<file path="src/rtl/gpio_bank_pkg.sv">
package gpio_bank_pkg;

  localparam int REG_ADDR_W = 5;

  // word addresses of the register file
  localparam logic [REG_ADDR_W-1:0] ADR_LEVEL    = 5'd0;
  localparam logic [REG_ADDR_W-1:0] ADR_DIR      = 5'd1;
  localparam logic [REG_ADDR_W-1:0] ADR_DIR_SET  = 5'd2;
  localparam logic [REG_ADDR_W-1:0] ADR_DIR_CLR  = 5'd3;
  localparam logic [REG_ADDR_W-1:0] ADR_OUT      = 5'd4;
  localparam logic [REG_ADDR_W-1:0] ADR_OUT_SET  = 5'd5;
  localparam logic [REG_ADDR_W-1:0] ADR_OUT_CLR  = 5'd6;
  localparam logic [REG_ADDR_W-1:0] ADR_RISE     = 5'd7;
  localparam logic [REG_ADDR_W-1:0] ADR_RISE_SET = 5'd8;
  localparam logic [REG_ADDR_W-1:0] ADR_RISE_CLR = 5'd9;
  localparam logic [REG_ADDR_W-1:0] ADR_FALL     = 5'd10;
  localparam logic [REG_ADDR_W-1:0] ADR_FALL_SET = 5'd11;
  localparam logic [REG_ADDR_W-1:0] ADR_FALL_CLR = 5'd12;
  localparam logic [REG_ADDR_W-1:0] ADR_STAT    = 5'd13;
  localparam logic [REG_ADDR_W-1:0] ADR_MASK     = 5'd14;
  localparam logic [REG_ADDR_W-1:0] ADR_MASK_SET = 5'd15;
  localparam logic [REG_ADDR_W-1:0] ADR_MASK_CLR = 5'd16;

  typedef struct packed {
    logic dirSet;
    logic dirClr;
    logic outSet;
    logic outClr;
    logic riseSet;
    logic riseClr;
    logic fallSet;
    logic fallClr;
    logic statClr;
    logic maskSet;
    logic maskClr;
  } wrStrobe_t;

  localparam int STROBE_W = $bits(wrStrobe_t);

  typedef enum logic [2:0] {
    RD_NONE,
    RD_LEVEL,
    RD_DIR,
    RD_OUT,
    RD_RISE,
    RD_FALL,
    RD_STAT,
    RD_MASK
  } rdSel_e;

endpackage

</file>
<file path="src/rtl/gpio_bank_sync.sv">
module gpio_bank_sync #(
  parameter int WIDTH  = 32,
  parameter int STAGES = 2
) (
  input  logic             clk,
  input  logic             rstN,
  input  logic [WIDTH-1:0] dIn,
  output logic [WIDTH-1:0] qOut
);

  logic [WIDTH-1:0] stageQ [STAGES];

  always_ff @(posedge clk or negedge rstN) begin
    if (!rstN) begin
      for (int s = 0; s < STAGES; s++) stageQ[s] <= '0;
    end else begin
      stageQ[0] <= dIn;
      for (int s = 1; s < STAGES; s++) stageQ[s] <= stageQ[s-1];
    end
  end

  assign qOut = stageQ[STAGES-1];

  initial begin
    a_r5_sync_depth : assert (STAGES >= 2)
      else $error("synchroniser needs at least two stages");
  end

endmodule

</file>
<file path="src/rtl/gpio_bank_ctrl.sv">
module gpio_bank_ctrl
  import gpio_bank_pkg::*;
#(
  parameter int ADDR_W = 5
) (
  input  logic              clk,
  input  logic              rstN,
  input  logic [ADDR_W-1:0] addr,
  input  logic              wrEn,
  input  logic              rdEn,
  output wrStrobe_t         stb,
  output rdSel_e            rdSel,
  output logic              rdStb
);

  function automatic logic hit(input logic [ADDR_W-1:0] a,
                               input logic [REG_ADDR_W-1:0] r);
    return a == ADDR_W'(r);
  endfunction

  always_comb begin
    stb         = '0;
    stb.dirSet  = wrEn && hit(addr, ADR_DIR_SET);
    stb.dirClr  = wrEn && hit(addr, ADR_DIR_CLR);
    stb.outSet  = wrEn && hit(addr, ADR_OUT_SET);
    stb.outClr  = wrEn && hit(addr, ADR_OUT_CLR);
    stb.riseSet = wrEn && hit(addr, ADR_RISE_SET);
    stb.riseClr = wrEn && hit(addr, ADR_RISE_CLR);
    stb.fallSet = wrEn && hit(addr, ADR_FALL_SET);
    stb.fallClr = wrEn && hit(addr, ADR_FALL_CLR);
    stb.statClr = wrEn && hit(addr, ADR_STAT);
    stb.maskSet = wrEn && hit(addr, ADR_MASK_SET);
    stb.maskClr = wrEn && hit(addr, ADR_MASK_CLR);
  end

  always_comb begin
    rdSel = RD_NONE;
    if (hit(addr, ADR_LEVEL))     rdSel = RD_LEVEL;
    else if (hit(addr, ADR_DIR))  rdSel = RD_DIR;
    else if (hit(addr, ADR_OUT))  rdSel = RD_OUT;
    else if (hit(addr, ADR_RISE)) rdSel = RD_RISE;
    else if (hit(addr, ADR_FALL)) rdSel = RD_FALL;
    else if (hit(addr, ADR_STAT)) rdSel = RD_STAT;
    else if (hit(addr, ADR_MASK)) rdSel = RD_MASK;
  end

  assign rdStb = rdEn;

  logic [STROBE_W-1:0] stbVec;
  assign stbVec = stb;

  // at most one strobe per access, none without a write
  a_r11_one_strobe : assert property (@(posedge clk) disable iff (!rstN)
    $onehot0(stbVec));
  a_r11_no_write_no_strobe : assert property (@(posedge clk) disable iff (!rstN)
    !wrEn |-> (stbVec == '0));

endmodule

</file>
<file path="src/rtl/gpio_bank_dp.sv">
module gpio_bank_dp
  import gpio_bank_pkg::*;
#(
  parameter int NUM_LINES   = 32,
  parameter int SYNC_STAGES = 2
) (
  input  logic                 clk,
  input  logic                 rstN,
  input  wrStrobe_t            stb,
  input  rdSel_e               rdSel,
  input  logic                 rdStb,
  input  logic [NUM_LINES-1:0] wrData,
  input  logic [NUM_LINES-1:0] pinIn,
  output logic [NUM_LINES-1:0] rdData,
  output logic [NUM_LINES-1:0] pinOut,
  output logic [NUM_LINES-1:0] pinOe,
  output logic                 irqPending
);

  logic [NUM_LINES-1:0] pinSync;
  logic [NUM_LINES-1:0] levelPrev;
  logic [NUM_LINES-1:0] dirQ, outQ, riseEnQ, fallEnQ, statQ, maskQ;
  logic [NUM_LINES-1:0] riseEvt, fallEvt, evt, statClrBits;

  gpio_bank_sync #(.WIDTH(NUM_LINES), .STAGES(SYNC_STAGES)) sync_i (
    .clk  (clk),
    .rstN (rstN),
    .dIn  (pinIn),
    .qOut (pinSync)
  );

  assign riseEvt     = pinSync & ~levelPrev & riseEnQ;
  assign fallEvt     = ~pinSync & levelPrev & fallEnQ;
  assign evt         = riseEvt | fallEvt;
  assign statClrBits = stb.statClr ? wrData : '0;

  always_ff @(posedge clk or negedge rstN) begin
    if (!rstN) levelPrev <= '0;
    else       levelPrev <= pinSync;
  end

  always_ff @(posedge clk or negedge rstN) begin
    if (!rstN) begin
      dirQ <= '0;
    end else if (stb.dirSet) begin
      dirQ <= dirQ | wrData;
    end else if (stb.dirClr) begin
      dirQ <= dirQ & ~wrData;
    end
  end

  always_ff @(posedge clk or negedge rstN) begin
    if (!rstN) begin
      outQ <= '0;
    end else if (stb.outSet) begin
      outQ <= outQ | wrData;
    end else if (stb.outClr) begin
      outQ <= outQ & ~wrData;
    end
  end

  always_ff @(posedge clk or negedge rstN) begin
    if (!rstN) begin
      riseEnQ <= '0;
    end else if (stb.riseSet) begin
      riseEnQ <= riseEnQ | wrData;
    end else if (stb.riseClr) begin
      riseEnQ <= riseEnQ & ~wrData;
    end
  end

  always_ff @(posedge clk or negedge rstN) begin
    if (!rstN) begin
      fallEnQ <= '0;
    end else if (stb.fallSet) begin
      fallEnQ <= fallEnQ | wrData;
    end else if (stb.fallClr) begin
      fallEnQ <= fallEnQ & ~wrData;
    end
  end

  always_ff @(posedge clk or negedge rstN) begin
    if (!rstN) begin
      maskQ <= '0;
    end else if (stb.maskSet) begin
      maskQ <= maskQ | wrData;
    end else if (stb.maskClr) begin
      maskQ <= maskQ & ~wrData;
    end
  end

  // new events win over a simultaneous clear
  always_ff @(posedge clk or negedge rstN) begin
    if (!rstN) statQ <= '0;
    else       statQ <= (statQ & ~statClrBits) | evt;
  end

  always_ff @(posedge clk or negedge rstN) begin
    if (!rstN) begin
      rdData <= '0;
    end else if (rdStb) begin
      case (rdSel)
        RD_LEVEL: rdData <= pinSync;
        RD_DIR:   rdData <= dirQ;
        RD_OUT:   rdData <= outQ;
        RD_RISE:  rdData <= riseEnQ;
        RD_FALL:  rdData <= fallEnQ;
        RD_STAT:  rdData <= statQ;
        RD_MASK:  rdData <= maskQ;
        default:  rdData <= '0;
      endcase
    end
  end

  assign pinOut     = outQ;
  assign pinOe      = dirQ;
  assign irqPending = |(statQ & maskQ);

  a_r2_set_reaches_latch : assert property (@(posedge clk) disable iff (!rstN)
    stb.outSet |=> ((pinOut & $past(wrData)) == $past(wrData)));
  a_r2_clr_reaches_latch : assert property (@(posedge clk) disable iff (!rstN)
    stb.outClr |=> ((pinOut & $past(wrData)) == '0));
  a_r4_latch_holds : assert property (@(posedge clk) disable iff (!rstN)
    !(stb.outSet || stb.outClr) |=> $stable(pinOut));
  a_r3_oe_holds : assert property (@(posedge clk) disable iff (!rstN)
    !(stb.dirSet || stb.dirClr) |=> $stable(pinOe));
  a_r6_no_spurious_event : assert property (@(posedge clk) disable iff (!rstN)
    (riseEnQ == '0 && fallEnQ == '0) |=> ((statQ & ~$past(statQ)) == '0));
  a_r9_event_survives_clear : assert property (@(posedge clk) disable iff (!rstN)
    (evt != '0) |=> ((statQ & $past(evt)) == $past(evt)));
  a_r10_irq_needs_mask : assert property (@(posedge clk) disable iff (!rstN)
    (maskQ == '0) |-> !irqPending);
  a_r10_irq_needs_status : assert property (@(posedge clk) disable iff (!rstN)
    irqPending |-> (statQ != '0));

endmodule

</file>
<file path="src/rtl/gpio_bank_top.sv">
module gpio_bank_top
  import gpio_bank_pkg::*;
#(
  parameter int NUM_LINES   = 32,
  parameter int ADDR_W      = REG_ADDR_W,
  parameter int SYNC_STAGES = 2
) (
  input  logic                 clk,
  input  logic                 rstN,
  input  logic [ADDR_W-1:0]    addr,
  input  logic [NUM_LINES-1:0] wrData,
  input  logic                 wrEn,
  input  logic                 rdEn,
  output logic [NUM_LINES-1:0] rdData,
  input  logic [NUM_LINES-1:0] pinIn,
  output logic [NUM_LINES-1:0] pinOut,
  output logic [NUM_LINES-1:0] pinOe,
  output logic                 irqPending
);

  wrStrobe_t stb;
  rdSel_e    rdSel;
  logic      rdStb;

  gpio_bank_ctrl #(.ADDR_W(ADDR_W)) ctrl_i (
    .clk   (clk),
    .rstN  (rstN),
    .addr  (addr),
    .wrEn  (wrEn),
    .rdEn  (rdEn),
    .stb   (stb),
    .rdSel (rdSel),
    .rdStb (rdStb)
  );

  gpio_bank_dp #(.NUM_LINES(NUM_LINES), .SYNC_STAGES(SYNC_STAGES)) dp_i (
    .clk        (clk),
    .rstN       (rstN),
    .stb        (stb),
    .rdSel      (rdSel),
    .rdStb      (rdStb),
    .wrData     (wrData),
    .pinIn      (pinIn),
    .rdData     (rdData),
    .pinOut     (pinOut),
    .pinOe      (pinOe),
    .irqPending (irqPending)
  );

endmodule

</file>
<file path="config.mk">
export PLATFORM = sky130hd
export DESIGN_NAME = gpio_bank_top
export DESIGN_NICKNAME = d
export VERILOG_FILES = /design/src/rtl/gpio_bank_pkg.sv /design/src/rtl/gpio_bank_sync.sv /design/src/rtl/gpio_bank_ctrl.sv /design/src/rtl/gpio_bank_dp.sv /design/src/rtl/gpio_bank_top.sv
export SDC_FILE = /design/constraint.sdc
export NUM_CORES = 1
export LEC_CHECK = 0
export ABC_AREA = 1
export BUFFER_PORTS_ARGS = -buffer_cell sky130_fd_sc_hd__clkbuf_2
export CAP_MARGIN = 20
export CORE_ASPECT_RATIO = 2
export CORE_MARGIN = 2
export CORE_UTILIZATION = 29
export CTS_CLUSTER_SIZE = 14
export DETAILED_ROUTE_END_ITERATION = 10
export PLACE_DENSITY_LB_ADDON = 0.05
export SLEW_MARGIN = 20
export SYNTH_ARGS = -nofsm -noshare
export SYNTH_HDL_FRONTEND = slang
export SYNTH_SLANG_ARGS = --single-unit
</file>
<file path="constraint.sdc">
create_clock -name clk -period 1.12 [get_ports clk]
set_clock_uncertainty 0.2 [all_clocks]
set_input_delay 0.056 -clock clk [delete_from_list [all_inputs] [get_ports clk]]
set_output_delay 0.056 -clock clk [all_outputs]
set_load 0.05 [all_outputs]
</file>
; Word-level counts from Yosys, hierarchy flattened
; Index checks and enable logic that the tools add are counted.
[totals]
ff_bits = 320
output_inout_bits = 97
wordCells = 92
[classes]
n_eq_ne = 23
n_reduce_logical = 18
n_mux = 19
n_bitwise = 22
[op_table]
columns = operator, n
row1 = $and A32 B32 Y32, 11
row2 = $mux W32, 11
row3 = $or A32 B32 Y32, 7
row4 = $pmux W32 S7, 1
row5 = $not A32 Y32, 4
row6 = $eq A5 B4 Y1 const B, 8
row7 = $reduce_or A32 Y1, 1
row8 = $mux W3, 7
row9 = $eq A5 B3 Y1 const B, 4
row10 = $eq A3 B3 Y1 const B, 4
row11 = $logic_and A1 B1 Y1, 11
row12 = $eq A5 B2 Y1 const B, 2
row13 = $reduce_bool A2 Y1, 5
row14 = $eq A3 B2 Y1 const B, 2
row15 = $eq A5 B1 Y1 const B, 1
row16 = $eq A5 B5 Y1 const B, 1
row17 = $logic_not A5 Y1, 1
row18 = $eq A3 B1 Y1 const B, 1

; Logic depth before layout (Yosys ltp)
[logic_depth]
word_depth = 10
mapped_depth = 12

; Modules after synthesis
; A second synthesis with hierarchy kept.
[unflattened]
cells_unflattened = 1788
hier_area_um2 = 14660.3
[by_module_without_submodules]
columns = module, cells_per_inst, instances, seq_area_each_um2, area_each_um2
row1 = gpio_bank_dp, 1644, 1, 6406.1, 12614.6
row2 = gpio_bank_sync, 96, 1, 1601.5, 1841.8
row3 = gpio_bank_ctrl, 48, 1, 0.0, 203.9

; Worst setup path after synthesis
; No wires, ideal clock.
[synth_timing]
path_type = in2reg
from = in addr[1]
to = reg dp_i.rdData[28]
setup_ns = 0.066
arrival_time_ns = 1.114
n_path_buf = 3
stages = 10
t_required_ns = 0.854
path_slack_ns = -0.259
cell_sequence = buf_2 nor2_1 buf_2 buf_2 nand4_1 nand2_1 nor2_1 nand2_1 nand2_1 nand2_1
[synth_via]
elab_chain_cells = 10
word_cells_on_any_way = 22
[synth_rtl]
columns = item, line
row1 = from (decl), gpio_bank_top.sv:10  ; input logic [ADDR_W-1:0] addr,
row2 = $eq A5 B4 Y1, gpio_bank_ctrl.sv:18  ; return a == ADDR_W'(r);
row3 = $mux W3, gpio_bank_ctrl.sv:44  ; else if (hit(addr, ADR_MASK)) rdSel = RD_MASK;
row4 = $mux W3, gpio_bank_ctrl.sv:43  ; else if (hit(addr, ADR_STAT)) rdSel = RD_STAT;
row5 = $mux W3, gpio_bank_ctrl.sv:42  ; else if (hit(addr, ADR_FALL)) rdSel = RD_FALL;
row6 = $mux W3, gpio_bank_ctrl.sv:41  ; else if (hit(addr, ADR_RISE)) rdSel = RD_RISE;
row7 = $mux W3, gpio_bank_ctrl.sv:40  ; else if (hit(addr, ADR_OUT)) rdSel = RD_OUT;
row8 = $mux W3, gpio_bank_ctrl.sv:39  ; else if (hit(addr, ADR_DIR)) rdSel = RD_DIR;
row9 = $mux W3 (*), gpio_bank_ctrl.sv:38  ; if (hit(addr, ADR_LEVEL)) rdSel = RD_LEVEL;
row10 = "$eq A3 B3 Y1, or another cell as far along", gpio_bank_dp.sv:102  ; case (rdSel)
row11 = $pmux W32 S7 (*), gpio_bank_dp.sv:102
row12 = to (signal assigned), gpio_bank_dp.sv:103  ; RD_LEVEL: rdData <= pinSync;
row13 = to (signal assigned), gpio_bank_dp.sv:104  ; RD_DIR: rdData <= dirQ;
row14 = to (signal assigned), gpio_bank_dp.sv:105  ; RD_OUT: rdData <= outQ;
row15 = to (decl), gpio_bank_dp.sv:14  ; output logic [NUM_LINES-1:0] rdData,
; Mark *: on every way between the ends. The rest lies on a longest branch, timed or not.
; A chain may end at the register's enable or synchronous reset.

; Final worst setup path
[layout_timing]
from = reg dp_i.statQ[11]
to = out irqPending
[layout_via]
elab_chain_cells = 2
[layout_rtl]
columns = item, line
row1 = from (decl), gpio_bank_dp.sv:22  ; logic [NUM_LINES-1:0] dirQ, outQ, riseEnQ, fallEnQ, statQ, maskQ;
row2 = from (signal assigned), gpio_bank_dp.sv:95  ; else statQ <= (statQ & ~statClrBits) | evt;
row3 = $and A32 B32 Y32, gpio_bank_dp.sv:117  ; assign irqPending = |(statQ & maskQ);
row4 = $reduce_or A32 Y1, gpio_bank_dp.sv:117
row5 = to (decl), gpio_bank_top.sv:18  ; output logic irqPending
; No other way between the ends.

==> results by stage <==
Finish:
- Relative to the synthesized area, the layout overhead comes to 67.9%.
- The most common library cell in the layout ignoring fill and taps is sky130_fd_sc_hd__nand2_1.
- The share of final-layout standard cells stronger than drive strength 1 is 35.9%.
- The number of diodes added for antenna fixing is 0.
- The finished cells cover 0.0231 mm^2.
- After the last flow step, the layout net total stands at 2,197.
- The top cell types in the final layout, fill and taps aside, are sky130_fd_sc_hd__nand2_1, sky130_fd_sc_hd__dfrtp_1, sky130_fd_sc_hd__buf_4, sky130_fd_sc_hd__o21ai_1, sky130_fd_sc_hd__o21ai_0.
- The final cell utilization of the core is 49.3%.

Clock tree:
- The cell at the root of the clock tree is sky130_fd_sc_hd__clkbuf_16.
- The cts-stage hold buffer count is 96.
- Clock-pin slew was measured on the worst setup and hold paths at 0.06 ns.
- Clock latency on the worst-skew pair, taken at its later pin, is 0.54 ns.
- CTS saw 320 sinks.
- The CTS tree is yes.
- The total CTS buffers is 35.
- The total number of H-tree levels is 2.
- The clock passes through at most 3 buffers.

Yosys:
- The net count of the mapped netlist is 1,646.
- The mean cell area of the mapped netlist is 8.74 um^2.
- The distinct cell type count of the synthesized netlist is 21.
- After synthesis the netlist holds a flip-flop and latch count of 320.
- Sequential cells were found to cover 58.2% of the synthesized design area.
- The proportion of synthesized flip-flops having asynchronous set or reset is 100%.
- The number of instances in the synthesized netlist is 1,573.
- The synthesized netlist occupies a cell area of 0.0138 mm^2.
- Yosys printed 0 warnings.
- The most used flip-flop cell after synthesis is sky130_fd_sc_hd__dfrtp_1.
- The number of flops mapped to enable cells by yosys is 0.

Floorplan:
- The initial utilization of the core area, before any placement, comes to 29.4%.
- The full die area is 0.0493 mm^2.
- Measured along the x axis, the die boundary spans 158 um.
- The site row count is 112.
- The die outline height is 312 um.
- In this run the standard cell core region covers 0.0468 mm^2.
- 170 I/O pins were placed.

Power and ir drop:
- The net switching power is 11,300 uW.
- The power per standard cell area is 1630 mW/mm^2.
- Net switching is 30.0% of the power.
- The clock network burns 32.4% of the power.
- Summed over all cells, the static leakage comes to 0.0108 uW.
- Internal power comes to 26,300 uW.
- The part of the total power dissipated in combinational logic is 29.9%.
- The worst-case IR drop observed on VDD is 1180 uV.
- The sequential fraction of design power is 37.7%.

Setup path:
- For this run, the slowest stage of the critical path takes 0.39 ns.
- The element type at the critical path start is a flip-flop.
- STA puts the critical path data required time at 0.86 ns.
- Broken down by cell family, the worst path's largest delay share belongs to simple AND/OR/NAND/NOR gates.
- STA classifies the critical path endpoint as an output pin.
- The critical path buffer and inverter count is 1.
- Along the worst path, the maximum fanout reaches 2.
- For this design, the slowest cell found on the critical path is sky130_fd_sc_hd__dfrtp_1.
- Traced cell by cell, the critical path runs through a22o_1 > nor2_2 > nand2_2 > nor2_4 > nand2_2 > buf_8.
- Data arrives at the worst endpoint at 1.78 ns.
- The depth of the most critical reg-to-reg path is 8.
- Counting buffers and inverters, the worst setup path is 6 cells deep.
- In this design, the critical path's most frequently occurring cell is sky130_fd_sc_hd__nand2_2.
- The worst setup path category is reg2out.

Global routing:
- The initial antenna violation count is 1.
- The remaining global-route overflow is 0.
- In the global route stage, overall resource usage came out at 23.5%.
- The first-pass GRT wire length is 86,900 um.
- The number of global-route vias before repair is 14,442.
- Entering global routing, the biggest net connects 48 pins.

Timing:
- The worst-case headroom to the max-slew limit is 75.4%.
- The slew at the pin closest to its max-slew limit is 0.369 ns.
- The number of max-slew violations in the final report came to 0.
- Setup repair after global routing could not meet its margin everywhere.
- The final total negative setup slack is -33.42 ns.
- The final-report hold violation count is 14.
- Setup violations remaining at the end of the flow were counted as 130.
- In the post-route analysis, the smallest setup slack over all paths is -0.918 ns.
- The final hold slack is -0.240 ns.
- Static timing analysis puts the maximum clock frequency at 491 MHz.
- The minimum period implied by the final worst setup slack is 2.04 ns.
- The final period utilization is 182%.

Drt:
- The iteration-0 DRC count of the detailed router is 587.
- The wire length after detailed routing is 57,100 um.
- The per-cell routed wire length is 20.6 um.
- In this run the remaining antenna-violating nets after routing total 0.
- The detailed router placed 13,446 vias in this run.
- The detailed-routing iteration count for the pre-antenna-repair pass is 5.
- The via density per instance is 4.84.
- In the routed design, unresolved DRC markers number 0.

Job:
- The number of violations of the max-capacitance limit is 0.

Status:
- The final reports fail on hold timing, setup timing.
- The flow ran to the end, but the final reports show violations.

Hold path:
- The type of the worst min-delay path is in2async.

Place:
- Routability-driven placement finished with a final weighted congestion of 0.828.
- After legalization and detailed placement, the total HPWL measured 38,100 um.
- The post-place setup slack is -0.619 ns.
- The count of port buffers added during placement is 169.
- After detailed placement, the total cell area comes to 0.0181 mm^2.
-- path summary, 6_finish.rpt --
kind	from	end	slack (ns)
max in group asynchronous	rstN	asynchronous set/reset pin	0.32
setup / recovery	dp_i.statQ[11]	irqPending	-0.92
hold / removal	rstN	dp_i.levelPrev[25]	-0.24
setup reg to reg	dp_i.statQ[6]	dp_i.rdData[6]	-0.18
hold reg to reg	dp_i.sync_i.stageQ[33]	dp_i.sync_i.qOut[1]	0.14
min in group clk	pinIn[0]	dp_i.sync_i.stageQ[32]	0
-- metal layers --
metal  track usage (%)  vias to the layer above  wire (um)
li1                  -                     6486          -
met1              27.6                     6588      22700
met2              44.2                      290      31000
met3              2.68                       80       1850
met4              6.37                        2       1450
met5                 0                        -         11
-- worst reg2reg max path: stages, from the launching register on --
cell                      delay, ns
sky130_fd_sc_hd__dfrtp_1       0.39
sky130_fd_sc_hd__buf_4         0.14
sky130_fd_sc_hd__buf_6         0.11
sky130_fd_sc_hd__nand3_2       0.06
sky130_fd_sc_hd__nand2_2       0.05
sky130_fd_sc_hd__nor2_2        0.08
sky130_fd_sc_hd__nand2_1       0.05
sky130_fd_sc_hd__nand2_1       0.05
sky130_fd_sc_hd__nand2_1       0.05
-- metrics by stage --
step / power (uW) / std cells
2_1_floorplan: 18100 / 1573
3_3_place_gp: 22100 / 2558
3_5_place_dp: 22200 / 2558
4_1_cts: 37800 / 2763
5_1_grt: 39400 / 2776
6_report: 37700 / 2776
-- what timing repair did --
item	4_1_cts	5_1_grt
setup buffers	56	27
gates resized for setup	402	112
setup endpoints to repair	129	171
pin swaps	54	75
endpoints found under the hold margin	576	10
-- cell usage after synthesis, types with 7 or more instances --
| library cell | n | share of area (%) |
|---|---|---|
| sky130_fd_sc_hd__clkbuf_1 | 96 | 2.6 |
| sky130_fd_sc_hd__nand2_1 | 292 | 8.0 |
| sky130_fd_sc_hd__o211ai_1 | 17 | 0.93 |
| sky130_fd_sc_hd__a22o_1 | 7 | 0.45 |
| sky130_fd_sc_hd__o21ai_0 | 347 | 13 |
| sky130_fd_sc_hd__nand3_1 | 144 | 5.2 |
| sky130_fd_sc_hd__inv_1 | 83 | 2.3 |
| sky130_fd_sc_hd__buf_2 | 22 | 0.80 |
| sky130_fd_sc_hd__dfrtp_1 | 320 | 58 |
| sky130_fd_sc_hd__nand4_1 | 98 | 4.5 |
| sky130_fd_sc_hd__nor2_1 | 120 | 3.3 |
-- logic make-up (layout without fill, tap and decap cells) --
group,after synthesis,after routing,share of synthesized area [%]
simple gates,660,660,21.2
compound gates,384,384,14.6
flops,320,320,58.2
buf+inv,209,785,5.96
-- final cells by class --
class	instances	area [um^2]
Tap cell	627	785
Multi-Input combinational cell	1044	5460
Timing Repair Buffer	639	7260
Clock buffer	57	1080
Inverter	84	322
Fill cell	4519	23700
Clock inverter	5	100
Sequential cell	320	8090
-- power by group through the flow --
| stage | registers [uW] | clock network, uW | logic [uW] |
|---|---|---|---|
| floorplan | 16000 | 0 | 2070 |
| global placement | 14200 | 0 | 7910 |
| detailed placement | 14200 | 0 | 7980 |
| CTS | 14100 | 12600 | 11100 |
| global route | 14400 | 13000 | 12100 |
| finish | 14200 | 12200 | 11300 |
Power figures use the tool's default switching activity.
